==> config.mk <==
export PLATFORM = sky130hd
export DESIGN_NAME = seg_xlate
export DESIGN_NICKNAME = d
export VERILOG_FILES = /design/src/rtl/seg_xlate_pkg.sv /design/src/rtl/seg_table.sv /design/src/rtl/seg_match.sv /design/src/rtl/seg_calc.sv /design/src/rtl/seg_xlate.sv
export SDC_FILE = /design/constraint.sdc
export NUM_CORES = 2
export LEC_CHECK = 0
export BUFFER_PORTS_ARGS = -buffer_cell sky130_fd_sc_hd__clkbuf_2
export CORE_ASPECT_RATIO = 1.4
export CORE_MARGIN = 5
export CORE_UTILIZATION = 37
export CTS_CLUSTER_DIAMETER = 60
export DETAILED_ROUTE_END_ITERATION = 12
export HOLD_SLACK_MARGIN = 0.1
export PLACE_DENSITY = 0.61
export SLEW_MARGIN = 25
export SYNTH_ARGS = -nofsm -noshare
export SYNTH_HDL_FRONTEND = slang
export SYNTH_SLANG_ARGS = --single-unit
==> constraint.sdc <==
create_clock -name clk -period 11.1 [get_ports clk]
set_input_delay 2.22 -clock clk [delete_from_list [all_inputs] [get_ports clk]]
set_output_delay 2.22 -clock clk [all_outputs]
set_load 0.05 [all_outputs]
==> src/rtl/seg_xlate_pkg.sv <==
package seg_xlate_pkg;
  typedef enum logic [1:0] {
    ATTR_UNCACHED = 2'd0,
    ATTR_RDONLY   = 2'd1,
    ATTR_FULL     = 2'd2,
    ATTR_RSVD     = 2'd3
  } cache_attr_e;
endpackage

==> src/rtl/seg_table.sv <==
module seg_table #(
  parameter int ADDR_W  = 32,
  parameter int NODE_W  = 6,
  parameter int NUM_SEG = 8,
  localparam int IDX_W  = $clog2(NUM_SEG),
  localparam int LEN_W  = $clog2(ADDR_W),
  localparam int NLOG_W = $clog2(NODE_W + 1)
) (
  input  logic              clk,
  input  logic              rst_n,
  input  logic              cfg_we,
  input  logic [IDX_W-1:0]  cfg_idx,
  input  logic              cfg_en,
  input  logic [ADDR_W-1:0] cfg_base,
  input  logic [LEN_W-1:0]  cfg_len_log2,
  input  logic [NODE_W-1:0] cfg_node_first,
  input  logic [NLOG_W-1:0] cfg_node_log2,
  input  logic [LEN_W-1:0]  cfg_ilv_pos,
  input  logic [1:0]        cfg_attr,
  output logic              ent_en    [NUM_SEG],
  output logic [ADDR_W-1:0] ent_base  [NUM_SEG],
  output logic [LEN_W-1:0]  ent_len   [NUM_SEG],
  output logic [NODE_W-1:0] ent_first [NUM_SEG],
  output logic [NLOG_W-1:0] ent_nlog  [NUM_SEG],
  output logic [LEN_W-1:0]  ent_pos   [NUM_SEG],
  output logic [1:0]        ent_attr  [NUM_SEG]
);
  import seg_xlate_pkg::*;

  logic [ADDR_W-1:0] low_mask;
  logic              aligned_ok;
  logic              nlog_ok;
  logic              attr_ok;
  logic              wr_ok;

  always_comb begin
    low_mask   = ~({ADDR_W{1'b1}} << cfg_len_log2);
    aligned_ok = (cfg_base & low_mask) == '0;
    nlog_ok    = 32'(cfg_node_log2) <= NODE_W;
    attr_ok    = cfg_attr != ATTR_RSVD;
    wr_ok      = cfg_we && aligned_ok && nlog_ok && attr_ok;
  end

  for (genvar i = 0; i < NUM_SEG; i++) begin : g_ent
    logic ld;
    assign ld = wr_ok && (cfg_idx == IDX_W'(i));

    always_ff @(posedge clk or negedge rst_n) begin
      if (!rst_n) begin
        ent_en[i]    <= 1'b0;
        ent_base[i]  <= '0;
        ent_len[i]   <= '0;
        ent_first[i] <= '0;
        ent_nlog[i]  <= '0;
        ent_pos[i]   <= '0;
        ent_attr[i]  <= '0;
      end else if (ld) begin
        ent_en[i]    <= cfg_en;
        ent_base[i]  <= cfg_base;
        ent_len[i]   <= cfg_len_log2;
        ent_first[i] <= cfg_node_first;
        ent_nlog[i]  <= cfg_node_log2;
        ent_pos[i]   <= cfg_ilv_pos;
        ent_attr[i]  <= cfg_attr;
      end
    end
  end
endmodule

==> src/rtl/seg_match.sv <==
module seg_match #(
  parameter int ADDR_W  = 32,
  parameter int NUM_SEG = 8,
  localparam int IDX_W  = $clog2(NUM_SEG),
  localparam int LEN_W  = $clog2(ADDR_W)
) (
  input  logic [ADDR_W-1:0] addr,
  input  logic              ent_en   [NUM_SEG],
  input  logic [ADDR_W-1:0] ent_base [NUM_SEG],
  input  logic [LEN_W-1:0]  ent_len  [NUM_SEG],
  output logic              any_hit,
  output logic [IDX_W-1:0]  hit_idx
);
  logic [NUM_SEG-1:0] hit;

  for (genvar i = 0; i < NUM_SEG; i++) begin : g_cmp
    logic [ADDR_W-1:0] hi_mask;
    assign hi_mask = {ADDR_W{1'b1}} << ent_len[i];
    assign hit[i]  = ent_en[i] && ((addr & hi_mask) == ent_base[i]);
  end

  // Scan from the top so the lowest matching index is the last one kept.
  always_comb begin
    hit_idx = '0;
    for (int i = NUM_SEG - 1; i >= 0; i--) begin
      if (hit[i]) hit_idx = IDX_W'(i);
    end
    any_hit = |hit;
  end
endmodule

==> src/rtl/seg_calc.sv <==
module seg_calc #(
  parameter int ADDR_W  = 32,
  parameter int NODE_W  = 6,
  localparam int LEN_W  = $clog2(ADDR_W),
  localparam int NLOG_W = $clog2(NODE_W + 1),
  localparam int SH_W   = LEN_W + 1
) (
  input  logic [ADDR_W-1:0] addr,
  input  logic [LEN_W-1:0]  len,
  input  logic [NODE_W-1:0] first,
  input  logic [NLOG_W-1:0] nlog,
  input  logic [LEN_W-1:0]  pos,
  output logic [NODE_W-1:0] node,
  output logic [ADDR_W-1:0] local_addr
);
  logic [ADDR_W-1:0] off;
  logic [ADDR_W-1:0] sel_full;
  logic [ADDR_W-1:0] keep_low;
  logic [ADDR_W-1:0] move_high;
  logic [SH_W-1:0]   skip;

  always_comb begin
    off       = addr & ~({ADDR_W{1'b1}} << len);
    sel_full  = (off >> pos) & ~({ADDR_W{1'b1}} << nlog);
    skip      = SH_W'(pos) + SH_W'(nlog);
    keep_low  = off & ~({ADDR_W{1'b1}} << pos);
    move_high = (off >> skip) << pos;
    node       = first + sel_full[NODE_W-1:0];
    local_addr = move_high | keep_low;
  end
endmodule

==> src/rtl/seg_xlate.sv <==
module seg_xlate #(
  parameter int ADDR_W  = 32,
  parameter int NODE_W  = 6,
  parameter int NUM_SEG = 8,
  localparam int IDX_W  = $clog2(NUM_SEG),
  localparam int LEN_W  = $clog2(ADDR_W),
  localparam int NLOG_W = $clog2(NODE_W + 1)
) (
  input  logic              clk,
  input  logic              rst_n,
  input  logic              cfg_we,
  input  logic [IDX_W-1:0]  cfg_idx,
  input  logic              cfg_en,
  input  logic [ADDR_W-1:0] cfg_base,
  input  logic [LEN_W-1:0]  cfg_len_log2,
  input  logic [NODE_W-1:0] cfg_node_first,
  input  logic [NLOG_W-1:0] cfg_node_log2,
  input  logic [LEN_W-1:0]  cfg_ilv_pos,
  input  logic [1:0]        cfg_attr,
  input  logic              lk_valid,
  input  logic [ADDR_W-1:0] lk_addr,
  output logic              res_valid,
  output logic              res_fault,
  output logic [NODE_W-1:0] res_node,
  output logic [ADDR_W-1:0] res_local,
  output logic [1:0]        res_attr
);
  logic              ent_en    [NUM_SEG];
  logic [ADDR_W-1:0] ent_base  [NUM_SEG];
  logic [LEN_W-1:0]  ent_len   [NUM_SEG];
  logic [NODE_W-1:0] ent_first [NUM_SEG];
  logic [NLOG_W-1:0] ent_nlog  [NUM_SEG];
  logic [LEN_W-1:0]  ent_pos   [NUM_SEG];
  logic [1:0]        ent_attr  [NUM_SEG];

  logic              any_hit;
  logic [IDX_W-1:0]  hit_idx;
  logic [NODE_W-1:0] calc_node;
  logic [ADDR_W-1:0] calc_local;

  logic              nxt_fault;
  logic [NODE_W-1:0] nxt_node;
  logic [ADDR_W-1:0] nxt_local;
  logic [1:0]        nxt_attr;

  seg_table #(.ADDR_W(ADDR_W), .NODE_W(NODE_W), .NUM_SEG(NUM_SEG)) u_table (
    .clk, .rst_n, .cfg_we, .cfg_idx, .cfg_en, .cfg_base, .cfg_len_log2,
    .cfg_node_first, .cfg_node_log2, .cfg_ilv_pos, .cfg_attr,
    .ent_en, .ent_base, .ent_len, .ent_first, .ent_nlog, .ent_pos, .ent_attr
  );

  seg_match #(.ADDR_W(ADDR_W), .NUM_SEG(NUM_SEG)) u_match (
    .addr(lk_addr), .ent_en, .ent_base, .ent_len, .any_hit, .hit_idx
  );

  seg_calc #(.ADDR_W(ADDR_W), .NODE_W(NODE_W)) u_calc (
    .addr(lk_addr), .len(ent_len[hit_idx]), .first(ent_first[hit_idx]),
    .nlog(ent_nlog[hit_idx]), .pos(ent_pos[hit_idx]),
    .node(calc_node), .local_addr(calc_local)
  );

  always_comb begin
    nxt_fault = !any_hit;
    nxt_node  = any_hit ? calc_node          : '0;
    nxt_local = any_hit ? calc_local         : '0;
    nxt_attr  = any_hit ? ent_attr[hit_idx]  : '0;
  end

  always_ff @(posedge clk or negedge rst_n) begin
    if (!rst_n) res_valid <= 1'b0;
    else        res_valid <= lk_valid;
  end

  always_ff @(posedge clk or negedge rst_n) begin
    if (!rst_n) begin
      res_fault <= 1'b0;
      res_node  <= '0;
      res_local <= '0;
      res_attr  <= '0;
    end else if (lk_valid) begin
      res_fault <= nxt_fault;
      res_node  <= nxt_node;
      res_local <= nxt_local;
      res_attr  <= nxt_attr;
    end
  end
endmodule

### Yosys cells after proc, flatten, opt, wreduce, memory -nomap -nowiden

Index checks and enable logic that the tools add are counted.

| word-level totals | value |
|---|---|
| bits in registers | 474 |
| bits in read-only memories | 0 |
| memories kept | 0 |
| memory bits (writable) | 0 |
| input port bits | 93 |
| bits in latches | 0 |

| operators by class | value |
|---|---|
| multipliers | 0 |
| shifts and indexed selects | 15 |
| bitwise gates (word level) | 18 |
| muxes and demuxes | 26 |
| $add $sub $neg | 2 |
| magnitude comparators | 2 |
| reductions and logical operators | 23 |
| div/mod/pow operators | 0 |
| equal/unequal tests | 16 |

Operator list:

| cell | count |
|---|---|
| 32-bit bitwise AND | 11 |
| 32-bit by 5-bit left shift with 32-bit output (first input constant) | 11 |
| 32-bit == test | 8 |
| 32-bit NOT | 3 |
| 32-bit zero test | 1 |
| 32-bit 2-to-1 mux | 1 |
| 32-bit bitwise OR | 1 |
| 32-bit by 3-bit left shift with 6-bit output (first input constant) | 1 |
| 32-bit by 5-bit left shift with 32-bit output | 1 |
| 32-bit by 5-bit >> shifter with 6-bit output | 1 |
| 32-bit by 6-bit >> shifter with 32-bit output | 1 |
| 5-bit binary-select mux with 3-bit select | 2 |
| 3-bit 2-to-1 mux | 10 |
| 5-bit 2-to-1 mux | 4 |
| 1-bit logical AND | 19 |
| 6-bit binary-select mux with 3-bit select | 1 |
| 6-bit 2-to-1 mux | 3 |
| 3-bit == test (second input constant) | 4 |
| 3-bit binary-select mux with 3-bit select | 1 |
| 8-bit OR reduction | 1 |
| 5-bit by 3-bit adder with 6-bit output | 1 |
| 6-bit adder | 1 |
| 6-bit bitwise AND | 1 |
| 2-bit binary-select mux with 3-bit select | 1 |
| other kinds (10) | 13 |

### Logic depth before layout (Yosys ltp)

| logic depth | value |
|---|---|
| depth after elaboration | 23 |
| mapped depth | 38 |

### Hierarchy

A second synthesis with hierarchy kept.

| unflattened totals | value |
|---|---|
| cell total of the unflattened synthesis | 3,282 |
| area total of the unflattened synthesis | 32,422.3 um2 |

Modules (own cells, without submodules):

| module | area an instance (um2) | cells each | instances |
|---|---|---|---|
| seg_table | 16,753.6 | 1,013 | 1 |
| seg_calc | 6,486.2 | 1,023 | 1 |
| seg_match | 6,120.9 | 989 | 1 |
| seg_xlate | 3,061.7 | 257 | 1 |

### Least setup slack after synthesis

Ideal clock, no wire load.

| timing path | value |
|---|---|
| path type | input -> register |
| from | input lk_addr[31] |
| to | register res_local[21] |
| slack | 1,162 ps |
| path buffers | 7 |
| arrival | 9,806 ps |
| required time | 10,968 ps |
| library setup time | 132 ps |
| cell stages on the path | 32 |
| path through | buf_2 > xor2_1 > nor3_1 > nand2_1 > a2111o_1 > or4b_1 > nor4_2 > a2111oi_0 > nor2_1 > clkbuf_1 > mux2_2 > o21ai_0 > nor2_1 > nor2_1 > clkinv_1 > clkbuf_1 > clkbuf_1 > buf_1 > fa_1 > xnor2_1 > clkbuf_1 > clkbuf_1 > o31ai_1 > o22ai_1 > nor3_1 > o22ai_1 > nor2_1 > a22o_1 > a221oi_2 > o21ai_1 > a221oi_1 > o21ai_1 |

| between the ends | value |
|---|---|
| word-level cells in the longest chain between the ends | 22 |

Ends and longest elaborated chain:

| element | line | source |
|---|---|---|
| start: declaration | seg_xlate.sv:21 | `input logic [ADDR_W-1:0] lk_addr,` |
| 32-bit bitwise AND | seg_match.sv:19 | `assign hit[i] = ent_en[i] && ((addr & hi_mask) == ent_base[i]);` |
| 32-bit == test | seg_match.sv:19 |  |
| 1-bit logical AND | seg_match.sv:19 |  |
| 3-bit 2-to-1 mux (8 in a row) | seg_match.sv:26 | `if (hit[i]) hit_idx = IDX_W'(i);` |
| 3-bit NOT with 4-bit output (implied by the code) | seg_xlate.sv:57, seg_xlate.sv:58 |  |
| 5-bit binary-select mux with 3-bit select | seg_xlate.sv:57 | `.addr(lk_addr), .len(ent_len[hit_idx]), .first(ent_first[hit_idx]),` |
| 5-bit 2-to-1 mux (implied by the code) (2 in a row) | seg_xlate.sv:57 |  |
| 32-bit by 5-bit left shift with 32-bit output | seg_calc.sv:23 | `off = addr & ~({ADDR_W{1'b1}} << len);` |
| 32-bit NOT | seg_calc.sv:23 |  |
| 32-bit bitwise AND | seg_calc.sv:23 |  |
| 32-bit by 6-bit >> shifter with 32-bit output | seg_calc.sv:27 | `move_high = (off >> skip) << pos;` |
| 32-bit by 5-bit left shift with 32-bit output | seg_calc.sv:27 |  |
| 32-bit bitwise OR | seg_calc.sv:29 | `local_addr = move_high \| keep_low;` |
| 32-bit 2-to-1 mux * | seg_xlate.sv:65 | `nxt_local = any_hit ? calc_local : '0;` |
| end signal: assignment | seg_xlate.sv:83 | `res_local <= nxt_local;` |
| end: declaration | seg_xlate.sv:25 | `output logic [ADDR_W-1:0] res_local,` |

Every way passes the cells marked *; elsewhere a longest branch is shown, timed or not. The select of a mux whose other input is x is not followed.
A chain may end at the register's enable or synchronous reset.

### Worst setup path in the final report

| timing path | value |
|---|---|
| from | input lk_addr[25] |
| to | register res_local[27] |

Same word-level chain as after synthesis.

==> impl_metrics.yaml <==
clock_tree:
  clkSinkCount: 474
  insertion_delay_ps: 650
  postCtsSetupRepairBufs: 0
  cts_resized: 0
  cts_made_buffers: 53
  hold_buffers: 0
  cts_tree: "built"
  root_buffer: "clkbuf_16"
  clk_pin_slew_worst_paths_ps: 70
  clockBufferDepth: 3
  h-tree-depth: 2
die:
  core-area_sq_um: 95100
  io_pins: 135
  chipHeight_um: 375
  rows: 134
  initial_utilization_pct: 37.1
  die_x_um: 271
  dieArea_sq_um: 102000
worst_setup_path:
  crit_top_cell: "buf_4"
  critPathSlowestCell: "inv_1"
  required_ps: 11630
  cp_max_fo: 11
  critPathLaunchType: "primary input"
  max_stage_delay_ps: 870
  critical_path_class: "in2reg"
  cp_data_arrival_time_ps: 10560
  critPathCaptureType: "flop"
logic_synthesis:
  yosysUniqueCellTypes: 127
  syn-instance-count: 3876
  async_flop_share_pct: 100
  synth_seq_cells: 474
  avgSynthCellArea_sq_um: 9.10
  synth_edf_count: 0
  synthTopCellsByCount: "dfrtp_1, mux2_2, nand2_1"
  yosys_warnings: 0
  synth_area_leaders: "dfrtp_1, mux2_2, nand2_1"
  synth.top_cell.area_share_pct: 33.6
  synth_seq_area_share_pct: 33.6
  synth_nets: 3979
  ys.flop_type: "dfrtp_1"
  yosysTopAreaCell: "dfrtp_1"
  yosysMostFrequentCell: "dfrtp_1"
  synth_area_sq_um: 35300
flow_run:
  maxCapViolations: 0
sta:
  tightest_slew_ps: 1200
  tns_ps: 0
  period_needed_ps: 10040
  maxSlewHeadroom_pct: 19.7
  finalCritPeriodShare_pct: 90.4
  fmax_mhz: 99.6
  hold_viol_final: 0
  skew_ps: 42.1
  setup_viol: 0
  rsz0062_at_grt: "no"
  final_max_slew_viol_count: 0
cells_and_area:
  fin_nets: 4030
  areaGrowthSynthToFinish_pct: 12.1
  drive_above_1_share_pct: 25.2
  stdcell_count: 5201
global_route:
  global_route.overflow_total: 0
  grt_pass1_wl_um: 238000
  antenna_found_initial: 14
  gr-usage-all-layers_pct: 31.3
  grt_pass1_vias: 33500
  grt_max_degree: 165
routing:
  vias_per_cell: 6.63
  antenna_left: 0
  vias: 34500
  drt_first_pass_iters: 6
  wl_per_cell_um: 31.9
  route.detailed.drc: 0
  wirelength_um: 166000
  drtIter0Drc: 3682
power_and_ir_drop:
  peakVddDrop_mv: 0.133
  power_density_nw_per_um2: 101
  leakage_nw: 17.6
place:
  gp_congestion: 1.02
  portBuffers: 134
  hpwl_um: 118000
  dp_cells: 5095
worst_hold_path:
  min_path_type: "reg2reg"
status:
  status: "complete, no violations"
## logic make-up after synthesis
logic type,Yosys count,synth area share (%)
flip-flops,474,33.6
buffers and inverters,429,5.26
multiplexers,546,17.2
AO/OA/AOI/OAI,1058,21.5
XOR/XNOR,114,2.83
AND/OR/NAND/NOR,1244,19.2
adder cells (fa/ha/maj),11,0.426
## report_power, final
| group | switching, mW | total (mW) | internal [mW] |
|---|---|---|---|
| logic | 0.293 | 0.388 | 0.0945 |
| registers | 0.00698 | 1.74 | 1.73 |
| clock network | 0.811 | 1.88 | 1.07 |
| total | 1.11 | 4.01 | 2.90 |
## worst paths after layout
path,slack [ps],depth (start not counted),start,end
max in group asynchronous,7230,4,rst_n,u_table.ent_len[14]
max,1060,30,lk_addr[25],res_local[27]
max reg2reg,2100,29,u_table.ent_len[3],res_local[27]
min,500,1,res_local[3],res_local[3]
min in group asynchronous,1580,1,rst_n,res_local[23]
min reg2reg,500,1,res_local[3],res_local[3]
## cell type report
type,count,area (sq um)
fill,9312,55500
inverter,103,387
tap,1224,1530
antenna,6,15.0
sequential,474,11900
clock buffer,72,1530
multi-input combinational,2973,21700
clock inverter,27,328
timing repair buffer,322,2200
## layer usage
layer / track usage, % / wire (um) / share of wire [%]
met5: 0 / 38 / 0.023
met4: 23.6 / 16200 / 9.8
met3: 5.36 / 13000 / 7.8
met2: 51.5 / 76400 / 46
met1: 36.4 / 60200 / 36
## worst max-delay path, delay by kind of cell
family                     cells  cell delay, ps
AOI/OAI and AO/OA              9            2150
and+or+nand+nor                8            2000
buffers and inverters          7            1870
muxes                          3            1090
adders and majority gates      2             650
xor gates and xnor gates       1             540
## flip-flops by register name, indices dropped and copies added (netlist names)
register and count:
u_table.ent_attr 16, u_table.ent_nlog 24, res_local 32, res_fault 1, u_table.ent_pos 40, u_table.ent_en 8
res_node 6, res_attr 2, u_table.ent_base 256, res_valid 1, u_table.ent_len 40, u_table.ent_first 48
## layout by cell type, fill, tap and decap left out, types with 53 or more instances in the layout
master,synthesis,final
a211oi_1,72,72
a21oi_1,157,156
a31oi_1,60,60
buf_4,25,179
clkbuf_16,0,53
clkbuf_2,1,133
dfrtp_1,474,472
inv_1,95,95
mux2_2,451,451
mux2i_1,87,87
nand2_1,268,262
nand3_1,106,105
nand4_1,109,109
nor2_1,211,208
nor2b_1,54,54
nor3_1,89,89
o211ai_1,69,69
o21ai_0,197,197
xor2_1,62,62
## stage by stage
stage | cell area (sq um) | hold slack [ps] | setup WS (ps) | util [%] | power [mW]
6_report | 39500 | 497 | 1060 | 41.6 | 4.01
5_1_grt | 39500 | 505 | 1040 | 41.6 | 4.11
2_1_floorplan | 35300 | 470 | 1160 | - | 1.92
4_1_cts | 39500 | 497 | 1390 | 41.5 | 4.02
3_5_place_dp | 37600 | 480 | 749 | 39.6 | 2.15
3_3_place_gp | 37600 | 472 | 536 | 39.6 | 2.15
Note: power is estimated with default switching activity, not from simulation.
